<file path="src/rtl/wsched_pkg.sv">
package wsched_pkg;

  typedef enum logic {
    POL_ROUND_ROBIN = 1'b0,
    POL_GREEDY      = 1'b1
  } policy_e;

  // strobes from control to the slot table
  typedef struct packed {
    logic issue;   // granted slot steps its PC
    logic load;    // launch writes a slot
    logic clear;   // retire empties a slot
  } slotStrobe_t;

endpackage

</file>
<file path="src/rtl/wsched_ctrl.sv">
module wsched_ctrl
  import wsched_pkg::*;
#(
  parameter int NUM_WARPS = 8,
  localparam int ID_W = (NUM_WARPS > 1) ? $clog2(NUM_WARPS) : 1
) (
  input  logic                 clk,
  input  logic                 rst,
  input  logic                 policySel,
  input  logic                 launchEn,
  input  logic                 retireEn,
  input  logic [NUM_WARPS-1:0] validVec,
  input  logic [NUM_WARPS-1:0] stallVec,
  input  logic [NUM_WARPS-1:0] readyVec,
  output slotStrobe_t          strobes,
  output logic [ID_W-1:0]      grantId,
  output logic [NUM_WARPS-1:0] grantOh
);

  localparam logic [ID_W-1:0] LAST_ID = ID_W'(NUM_WARPS - 1);

  logic [NUM_WARPS-1:0] eligVec;
  logic [ID_W-1:0]      nextPtr;
  logic [ID_W-1:0]      lastGrant;
  logic                 haveLast;
  logic                 rrFound;
  logic [ID_W-1:0]      rrPick;
  logic                 holdOk;
  policy_e              policy;

  function automatic logic [ID_W-1:0] wrapIdx(input logic [ID_W-1:0] base, input int off);
    int sum;
    sum = int'(base) + off;
    if (sum >= NUM_WARPS) sum = sum - NUM_WARPS;
    return ID_W'(sum);
  endfunction

  assign policy  = policy_e'(policySel);
  assign eligVec = validVec & readyVec & ~stallVec;

  // rotating search from nextPtr
  always_comb begin
    rrFound = 1'b0;
    rrPick  = '0;
    for (int i = 0; i < NUM_WARPS; i++) begin
      if (!rrFound && eligVec[wrapIdx(nextPtr, i)]) begin
        rrFound = 1'b1;
        rrPick  = wrapIdx(nextPtr, i);
      end
    end
  end

  assign holdOk = (policy == POL_GREEDY) && haveLast && eligVec[lastGrant];

  always_comb begin
    grantId       = holdOk ? lastGrant : rrPick;
    strobes.issue = holdOk || rrFound;
    strobes.load  = launchEn;
    strobes.clear = retireEn;
    grantOh       = '0;
    if (strobes.issue) grantOh[grantId] = 1'b1;
  end

  always_ff @(posedge clk) begin
    if (rst) begin
      nextPtr   <= '0;
      lastGrant <= '0;
      haveLast  <= 1'b0;
    end else if (strobes.issue) begin
      lastGrant <= grantId;
      haveLast  <= 1'b1;
      nextPtr   <= (grantId == LAST_ID) ? '0 : grantId + 1'b1;
    end
  end

  assert_onehot_R9: assert property (@(posedge clk) disable iff (rst)
    $onehot0(grantOh) && (strobes.issue == (grantOh != '0)));

  assert_valid_R2: assert property (@(posedge clk) disable iff (rst)
    strobes.issue |-> validVec[grantId]);

  assert_ready_R3: assert property (@(posedge clk) disable iff (rst)
    strobes.issue |-> (readyVec[grantId] && !stallVec[grantId]));

  assert_idle_R5: assert property (@(posedge clk) disable iff (rst)
    !strobes.issue |=> $stable(nextPtr));

  assert_greedy_R6: assert property (@(posedge clk) disable iff (rst)
    (!$past(rst) && policy == POL_GREEDY && $past(strobes.issue) && eligVec[$past(grantId)])
      |-> (strobes.issue && grantId == $past(grantId)));

endmodule

</file>
<file path="src/rtl/wsched_dp.sv">
module wsched_dp
  import wsched_pkg::*;
#(
  parameter int NUM_WARPS = 8,
  parameter int PC_W      = 32,
  parameter int PC_STEP   = 4,
  localparam int ID_W = (NUM_WARPS > 1) ? $clog2(NUM_WARPS) : 1
) (
  input  logic                 clk,
  input  logic                 rst,
  input  slotStrobe_t          strobes,
  input  logic [ID_W-1:0]      grantId,
  input  logic [ID_W-1:0]      loadId,
  input  logic [PC_W-1:0]      loadPc,
  input  logic [ID_W-1:0]      clearId,
  output logic [NUM_WARPS-1:0] validVec,
  output logic [PC_W-1:0]      issuePc
);

  localparam logic [PC_W-1:0] STEP_V = PC_W'(PC_STEP);

  logic            validReg [NUM_WARPS];
  logic [PC_W-1:0] pcReg    [NUM_WARPS];

  for (genvar w = 0; w < NUM_WARPS; w++) begin : g_slot
    logic hitLoad, hitClear, hitIssue;
    assign hitLoad  = strobes.load  && (loadId  == ID_W'(w));
    assign hitClear = strobes.clear && (clearId == ID_W'(w));
    assign hitIssue = strobes.issue && (grantId == ID_W'(w));

    always_ff @(posedge clk) begin
      if (rst) begin
        validReg[w] <= 1'b0;
        pcReg[w]    <= '0;
      end else if (hitLoad) begin
        validReg[w] <= 1'b1;
        pcReg[w]    <= loadPc;
      end else begin
        if (hitClear) validReg[w] <= 1'b0;
        if (hitIssue) pcReg[w]    <= pcReg[w] + STEP_V;
      end
    end
  end

  always_comb begin
    for (int w = 0; w < NUM_WARPS; w++) validVec[w] = validReg[w];
  end

  assign issuePc = pcReg[grantId];

  assert_pc_step_R8: assert property (@(posedge clk) disable iff (rst)
    (strobes.issue && !(strobes.load && loadId == grantId))
      |=> (pcReg[$past(grantId)] == $past(issuePc) + STEP_V));

  assert_launch_R10: assert property (@(posedge clk) disable iff (rst)
    strobes.load |=> (validVec[$past(loadId)] && pcReg[$past(loadId)] == $past(loadPc)));

  assert_retire_R11: assert property (@(posedge clk) disable iff (rst)
    (strobes.clear && !(strobes.load && loadId == clearId)) |=> !validVec[$past(clearId)]);

endmodule

</file>
<file path="src/rtl/wsched_top.sv">
module wsched_top
  import wsched_pkg::*;
#(
  parameter int NUM_WARPS = 8,
  parameter int PC_W      = 32,
  parameter int PC_STEP   = 4,
  localparam int ID_W = (NUM_WARPS > 1) ? $clog2(NUM_WARPS) : 1
) (
  input  logic                 clk,
  input  logic                 rst,
  input  logic                 policySel,
  input  logic                 launchEn,
  input  logic [ID_W-1:0]      launchId,
  input  logic [PC_W-1:0]      launchPc,
  input  logic                 retireEn,
  input  logic [ID_W-1:0]      retireId,
  input  logic [NUM_WARPS-1:0] stallVec,
  input  logic [NUM_WARPS-1:0] readyVec,
  output logic                 issueValid,
  output logic [ID_W-1:0]      grantId,
  output logic [NUM_WARPS-1:0] grantOh,
  output logic [PC_W-1:0]      issuePc
);

  slotStrobe_t          strobes;
  logic [NUM_WARPS-1:0] validVec;

  wsched_ctrl #(.NUM_WARPS(NUM_WARPS)) u_ctrl (
    .clk      (clk),
    .rst      (rst),
    .policySel(policySel),
    .launchEn (launchEn),
    .retireEn (retireEn),
    .validVec (validVec),
    .stallVec (stallVec),
    .readyVec (readyVec),
    .strobes  (strobes),
    .grantId  (grantId),
    .grantOh  (grantOh)
  );

  wsched_dp #(.NUM_WARPS(NUM_WARPS), .PC_W(PC_W), .PC_STEP(PC_STEP)) u_dp (
    .clk     (clk),
    .rst     (rst),
    .strobes (strobes),
    .grantId (grantId),
    .loadId  (launchId),
    .loadPc  (launchPc),
    .clearId (retireId),
    .validVec(validVec),
    .issuePc (issuePc)
  );

  assign issueValid = strobes.issue;

endmodule

</file>
<file path="config.mk">
export PLATFORM = sky130hd
export DESIGN_NAME = wsched_top
export DESIGN_NICKNAME = d
export VERILOG_FILES = /design/src/rtl/wsched_pkg.sv /design/src/rtl/wsched_ctrl.sv /design/src/rtl/wsched_dp.sv /design/src/rtl/wsched_top.sv
export SDC_FILE = /design/constraint.sdc
export NUM_CORES = 1
export LEC_CHECK = 0
export BUFFER_PORTS_ARGS = -buffer_cell sky130_fd_sc_hd__buf_2
export CAP_MARGIN = 20
export CORE_MARGIN = 2
export CORE_UTILIZATION = 41
export DETAILED_ROUTE_END_ITERATION = 12
export GPL_ROUTABILITY_DRIVEN = 0
export GPL_TIMING_DRIVEN = 1
export HOLD_SLACK_MARGIN = 0.03
export MAX_ROUTING_LAYER = met4
export SLEW_MARGIN = 20
export SYNTH_ARGS = -nofsm -noshare
export SYNTH_HDL_FRONTEND = slang
export SYNTH_SLANG_ARGS = --single-unit
</file>
<file path="constraint.sdc">
create_clock -name clk -period 6 [get_ports clk]
set_input_delay 1.8 -clock clk [delete_from_list [all_inputs] [get_ports clk]]
set_output_delay 1.8 -clock clk [all_outputs]
set_load 0.05 [all_outputs]
</file>
**After elaboration in Yosys (flattened, before gate mapping)**

Memory sizes are Yosys's and may differ from the RTL's.
Cells that the tools add are included.

- Flip-flop bits (word level): 7
- RAM bits: 264
- Output and inout port bits: 44
- Memories kept: 2

Memories:

| name | depth | width | rd ports | clocked after Yosys merged registers in | write ports | line | RTL |
|---|---|---|---|---|---|---|---|
| u_dp.pcReg | 8 | 32 | 9 | 0 | 8 | wsched_dp.sv:23 | `logic [PC_W-1:0] pcReg [NUM_WARPS];` |
| u_dp.validReg | 8 | 1 | 8 | 0 | 8 | wsched_dp.sv:22 | `logic validReg [NUM_WARPS];` |

- Add/subtract/negate cells: 24
- $lt $le $gt $ge: 19
- Equality and inequality tests: 21
- Multiplexer cells: 169
- Bitwise operators: 35
- Reductions and logical operators: 45

Operators with widths:

| cell | number |
|---|---|
| 32-bit 2-to-1 mux | 16 |
| 32-bit by 3-bit adder with 32-bit output (second input constant) | 8 |
| 1-bit 2-to-1 mux | 124 |
| 3-bit 2-to-1 mux | 18 |
| 3-bit by 4-bit less-than comparator with 1-bit output (second input constant) | 10 |
| 3-bit == test (second input constant) | 12 |
| 1-bit logical AND | 34 |
| 1-bit OR | 32 |
| 4-bit >= comparator (second input constant) | 7 |
| 1-bit binary-select mux with 3-bit select | 9 |
| 3-bit by 1-bit subtractor with 3-bit output (second input constant) | 8 |
| 3-bit by 2-bit == test with 1-bit output (second input constant) | 6 |
| 3-bit by 3-bit adder with 4-bit output (second input constant) | 4 |
| 8-bit bitwise AND | 2 |
| 3-bit by 1-bit == test with 1-bit output (second input constant) | 3 |
| 3-bit logical NOT | 3 |
| 3-bit by 2-bit adder with 4-bit output (second input constant) | 2 |
| 8-bit 2-to-1 mux | 1 |
| 8-bit NOT | 1 |
| 1-bit logical NOT | 7 |
| 3-bit by 1-bit adder with 4-bit output (second input constant) | 1 |
| 3-bit by 4-bit >= comparator with 1-bit output (second input constant) | 1 |
| 3-bit by 1-bit adder with 3-bit output (second input constant) | 1 |
| 1-bit demux with 3-bit select | 1 |
| 2 further kinds | 2 |

**Logic depth before layout (Yosys ltp)**

An unclocked memory read counts as a cell.

- Word-level depth: 35
- Depth in mapped cells: 19

**Cells and area by module**

From an unflattened synthesis, not the netlist that was laid out.

- Cell total of the unflattened synthesis: 1901
- Area, all modules: 19072.0 um^2

Modules (own cells, without submodules):

| module | instances | cells an instance | area each (um^2) | seq. area each (um^2) |
|---|---|---|---|---|
| wsched_dp | 1 | 1690 | 17201.5 | 7927.6 |
| wsched_ctrl | 1 | 211 | 1870.5 | 140.1 |

**Least setup slack after synthesis**

No wires, ideal clock.

- Path kind: input to output
- From: input stallVec[2]
- To: output grantOh[4]
- Arrival time: 5.222 ns
- Setup slack: -1.022 ns
- Cell stages on the path: 11
- Cell sequence: nand3b_1 -> mux2_1 -> a221oi_1 -> a211o_1 -> nor3_1 -> a211o_1 -> o221a_2 -> inv_2 -> clkbuf_1 -> nand2_1 -> nor2_1

- Cells in the longest elaborated chain, start to end: 32
- Elaborated cells on any way between the ends: 59
- Those cells by class: order compare: 2; mux: 38; bitwise: 2; reduce/logical: 17

RTL lines:

| what | line | RTL |
|---|---|---|
| from (decl) | wsched_top.sv:17 | `input logic [NUM_WARPS-1:0] stallVec,` |
| 8-bit NOT (*) | wsched_ctrl.sv:39 | `assign eligVec = validVec & readyVec & ~stallVec;` |
| 8-bit bitwise AND (*) | wsched_ctrl.sv:39 |  |
| 1-bit binary-select mux with 3-bit select | wsched_ctrl.sv:46 | `if (!rrFound && eligVec[wrapIdx(nextPtr, i)]) begin` |
| 1-bit 2-to-1 mux (not written as such) | wsched_ctrl.sv:46 |  |
| 1-bit 2-to-1 mux | wsched_ctrl.sv:46 |  |
| 1-bit logical NOT | wsched_ctrl.sv:46 |  |
| 1-bit logical AND | wsched_ctrl.sv:46 |  |
| 1-bit 2-to-1 mux | wsched_ctrl.sv:46 |  |
| [17 not listed] | -- |  |
| 3-bit 2-to-1 mux | wsched_ctrl.sv:46 |  |
| 3-bit 2-to-1 mux (*) | wsched_ctrl.sv:56 | `grantId = holdOk ? lastGrant : rrPick;` |
| named net grantId[2] | wsched_top.sv:20 | `output logic [ID_W-1:0] grantId,` |
| 3-bit by 4-bit less-than comparator with 1-bit output (not written as such) / 3-bit by 1-bit >= comparator with 1-bit output (equally long branches) | wsched_ctrl.sv:61 | `if (strobes.issue) grantOh[grantId] = 1'b1;` |
| 1-bit logical AND (not written as such) | wsched_ctrl.sv:61 |  |
| 1-bit 2-to-1 mux (not written as such) | wsched_ctrl.sv:61 |  |
| 1-bit demux with 3-bit select (*) | -- |  |
| 8-bit 2-to-1 mux (*) | wsched_ctrl.sv:61 |  |
| to (decl) | wsched_top.sv:21 | `output logic [NUM_WARPS-1:0] grantOh,` |

Mark *: on every way through the listed nets, which the timed path passes. The rest lies on a longest branch. The select of a mux whose other input is x is not followed.

**Final worst setup path**

- From: input stallVec[5]
- To: output issuePc[20]

- Cells in the longest elaborated chain, start to end: 28
- Elaborated cells on any way between the ends: 52
- Those cells by class: mux: 34; bitwise: 2; reduce/logical: 15; memory: 1

RTL lines:

| what | line | RTL |
|---|---|---|
| 8-bit NOT (*) | wsched_ctrl.sv:39 |  |
| 8-bit bitwise AND (*) | wsched_ctrl.sv:39 |  |
| 1-bit binary-select mux with 3-bit select | wsched_ctrl.sv:46 |  |
| 1-bit 2-to-1 mux (not written as such) | wsched_ctrl.sv:46 |  |
| 1-bit 2-to-1 mux | wsched_ctrl.sv:46 |  |
| 1-bit logical NOT | wsched_ctrl.sv:46 |  |
| 1-bit logical AND | wsched_ctrl.sv:46 |  |
| 1-bit 2-to-1 mux | wsched_ctrl.sv:46 |  |
| [12 not listed] | -- |  |
| 1-bit logical NOT | wsched_ctrl.sv:46 |  |
| 1-bit logical AND | wsched_ctrl.sv:46 |  |
| 1-bit 2-to-1 mux | wsched_ctrl.sv:46 |  |
| 1-bit logical NOT | wsched_ctrl.sv:46 |  |
| 1-bit logical AND | wsched_ctrl.sv:46 |  |
| 3-bit 2-to-1 mux | wsched_ctrl.sv:46 |  |
| 3-bit 2-to-1 mux (*) | wsched_ctrl.sv:56 |  |
| memory 8 x 32 bit (*) | -- |  |
| to (decl) | wsched_top.sv:22 | `output logic [PC_W-1:0] issuePc` |

Every way passes the cells marked *; elsewhere a longest branch is shown, timed or not. The select of a mux whose other input is x is not followed.

==> summary.md <==
| Metric | Value |
|---|---|
| Vias | `approximately 19000` |
| Vias in the first global route | `~18000` |
| Initial antenna violation count | `2` |
| Failing checks | `negative setup slack` |
| Register area | `slightly above 8000 um2` |
| Syn avg cell area | `between 8 and 9 um2` |
| Vias per cell | `around 6.3` |
| Crit end category | `primary output` |
| CP Data Arrival Time | `slightly below 5 ns` |
| Crit path launch type | `primary input` |
| Io pins | `slightly above 100` |
| Starting Density | `approximately two fifths` |
| Max Fclk | `around 150 MHz` |
| CP Cell Sequence | `buf_2 > nor4bb_2 > a21oi_1 > mux4_2 > and2_1 > o31a_1 > a2bb2oi_1 > o22ai_4 > buf_12 > clkinv_16 > buf_6 > o2111ai_2 > and4_4 > buf_12` |
| # rows | `80` |
| # fillers | `around 4300` |
| Hold Fails Final Rpt | `0` |
| GRT Total Usage | `a little under 30%` |
| Worst Path Class, Setup | `in -> out` |
| Core Region | `approximately 47000 um2` |
| IO buf count | `slightly above 100` |
| Top_reg_cell synth | `edfxtp_1` |
| Post-synth EDFFs | `264` |
| Worst slew margin | `between 30% and 40%` |
| R2r startpoint | `u_ctrl.nextPtr[0]` |
| Crit-path max cell delay | `around 0.55 ns` |
| Initial DRC count | `2278` |
| Worst Path Max Fanout | `8` |
| # hold bufs at CTS | `0` |
| Cells after synthesis | `2238` |
| Clock skew | `between 0.02 and 0.025 ns` |
| CTS tree | `built` |
| Reg2Reg Depth | `19` |
| First-pass GRT wire length | `110 mm` |
| Slew Limit Fails | `0` |
| Most frequent CP cell | `buf_12` |
| Routed wire length | `between 70 and 80 mm` |
| Req. time, crit path | `4.20 ns` |
| HPWL after DPL | `52.1 mm` |
| RSZ-0062 raised after global routing | `true` |
| Placed insts | `roughly 3000` |
| Layout Cells excl Fill | `3040` |
| Setup ws final | `-0.727 ns` |
| Final ANT Viol Nets | `0` |
| Area Overhead vs Synth | `27.1%` |
| Nets | `roughly 2500` |
| Total gr overflow | `0` |
| Least-Margin Pin Slew | `0.996 ns` |
| Design Area, Final | `approximately 25000 um2` |
| Hold Path Class | `reg -> reg` |
| Critical hold path startpoint | `u_ctrl.haveLast` |
| Worst path slowest cell | `mux4_2` |
| Drt drc | `0` |
| Synth Net Count | `2311` |
| WHS Path Cells | `2` |
| Clk root buf | `clkbuf_16` |
| CTS clock-pin slew for the worst setup and hold paths | `about 0.05 ns` |
| Fin crit share | `112%` |
| Final Setup Violations | `between 40 and 50` |
| CTS Buf Count | `34` |
| Die Y | `between 200 and 250 um` |
| DIE WIDTH | `~220 um` |
| Critical Path Start | `stallVec[5]` |
| Max Cap Viol | `0` |
| Multi-input gate area | `approximately 11000 um2` |
| Fin Setup TNS | `-27.65 ns` |
| Sequential area share after synthesis | `just over 40%` |
| Synthesized cell area | `approximately 20000 um2` |
| Htree depth | `2` |
| Yosys Warn Count | `0` |
| Yosys reg bits | `roughly 270` |
| Status | `complete, but fails checks` |
| Cell variety after synth | `80` |
| Clock Path Buffers | `3` |
| Tmin final | `6.73 ns` |
| 1st-pass router iterations | `6` |
| Die area | `about 49000 um2` |
| Largest net degree at the start of global routing | `43` |
| Placement Cell Area | `approximately 22000 um2` |
| Share of flip-flops with an asynchronous set or reset | `0%` |
| Routed WL per cell | `approximately 24 um` |
| Clk Latency, worst-skew pair | `between 0.5 and 0.6 ns` |
| Clock sinks | `between 200 and 300` |
| Share of layout cells above drive strength 1 | `between 20% and 30%` |
state kept, by name, indices dropped and copies added, names as in the netlist:
| signal | cells |
|---|---|
| u_dp.pcReg | 256 |
| u_dp.validReg | 8 |
| u_ctrl.lastGrant | 3 |
| u_ctrl.haveLast | 1 |
| u_ctrl.nextPtr | 3 |
placed cells by master (no fill, tap or decap), drive strengths merged, types with 7 or more instances in the layout:
cell,instances
edfxtp,264
inv,161
dfxtp,7
nor3,28
and3,32
o21ai,253
clkbuf,44
xor2,75
nand4,165
mux4,7
nor2,80
xnor2,152
nor4,10
nand2b,11
nand2,350
ha,14
a21oi,14
clkinv,15
and2,32
nor2b,10
and4,52
nand4b,11
nand3b,8
buf,312
nand3,83
o2111ai,134
o211ai,7
cells in the mapped netlist, types with 4 or more instances:
master | count | area share, %
nor2_1 | 80 | 1.5
and2_1 | 29 | 0.93
o31ai_1 | 6 | 0.23
or3_1 | 4 | 0.13
a21oi_1 | 14 | 0.36
o21ai_0 | 191 | 4.9
nor3_1 | 27 | 0.69
nand3b_1 | 8 | 0.31
mux4_2 | 7 | 0.81
buf_2 | 16 | 0.41
nor4_1 | 10 | 0.32
a211o_1 | 4 | 0.18
buf_4 | 5 | 0.19
a31oi_1 | 5 | 0.16
and4_1 | 52 | 2.3
o21a_1 | 4 | 0.15
buf_6 | 6 | 0.35
o2111ai_1 | 134 | 6.0
xor2_1 | 75 | 3.4
buf_1 | 36 | 0.69
xnor2_1 | 151 | 6.8
edfxtp_1 | 264 | 41
and3_1 | 32 | 1.0
inv_1 | 157 | 3.0
nand2b_1 | 11 | 0.35
a21o_1 | 6 | 0.23
o211ai_1 | 6 | 0.23
clkbuf_1 | 125 | 2.4
nand2_1 | 350 | 6.7
o21ai_1 | 62 | 1.6
and3b_1 | 6 | 0.27
nand3_1 | 83 | 2.1
nand4b_1 | 11 | 0.49
ha_1 | 14 | 0.90
a22oi_1 | 4 | 0.15
nand4_1 | 165 | 5.3
dfxtp_1 | 7 | 0.72
a211oi_1 | 5 | 0.19
nor2b_1 | 10 | 0.32
per-layer routing:
layer	track usage, %	vias up	wire length, um
li1	-	8563	-
met1	38.2	9277	29600
met2	46.9	1093	34000
met3	4.23	204	6250
met4	12.1	0	3370
met5	-	-	0
kinds of logic after synthesis:
| kind of cell | Yosys count | share of synthesized area, % |
|---|---|---|
| fa+ha+maj | 14 | 0.895 |
| xor+xnor | 227 | 10.2 |
| simple gates | 891 | 23.4 |
| mux | 12 | 1.07 |
| flops | 271 | 41.2 |
| buf+inv | 349 | 7.14 |
| compound gates | 474 | 16.1 |
per-stage QoR:
stage	setup WS [ns]	hold slack (ns)	utilization, %
after floorplan	-0.359	0.440	-
after global placement	-0.945	0.451	46.7
after detailed placement	-0.995	0.466	46.7
after CTS	-0.710	0.480	51.7
after global routing	-0.781	0.543	52.4
final	-0.727	0.476	52.4
cell type report:
class | count | share of cell area, %
inverter | 161 | 2.56
sequential | 271 | 32.4
timing repair inverter | 1 | 0.0453
timing repair buffer | 313 | 12.9
clock inverter | 16 | 0.397
tap | 615 | 3.09
clock buffer | 43 | 3.72
multi-input combinational | 1618 | 44.8
antenna | 2 | 0.0201
critical path, delay by kind of cell:
kind / cells / cell delay [ns]
AND/OR/NAND/NOR: 3 / 0.95
AO/OA/AOI/OAI: 5 / 0.85
buffers and inverters: 5 / 0.76
multiplexers: 1 / 0.55
what timing repair did:
item | CTS | global route
cloned | 4 | 1
endpoints found under the setup margin | 44 | 44
pin swaps | 22 | 22
gates resized for setup | 227 | 44
setup buffers | 25 | 7
final timing paths:
| kind | to | slack [ns] |
|---|---|---|
| worst min register to register | u_ctrl.haveLast | 0.48 |
| worst min-delay path | u_ctrl.haveLast | 0.48 |
| worst max register to register | u_dp.pcReg[3][5] | 1.09 |
| worst max-delay path | issuePc[20] | -0.73 |
Power is not shown: default switching activity piles up to over one toggle a cycle in this logic, so the estimate is an artifact.
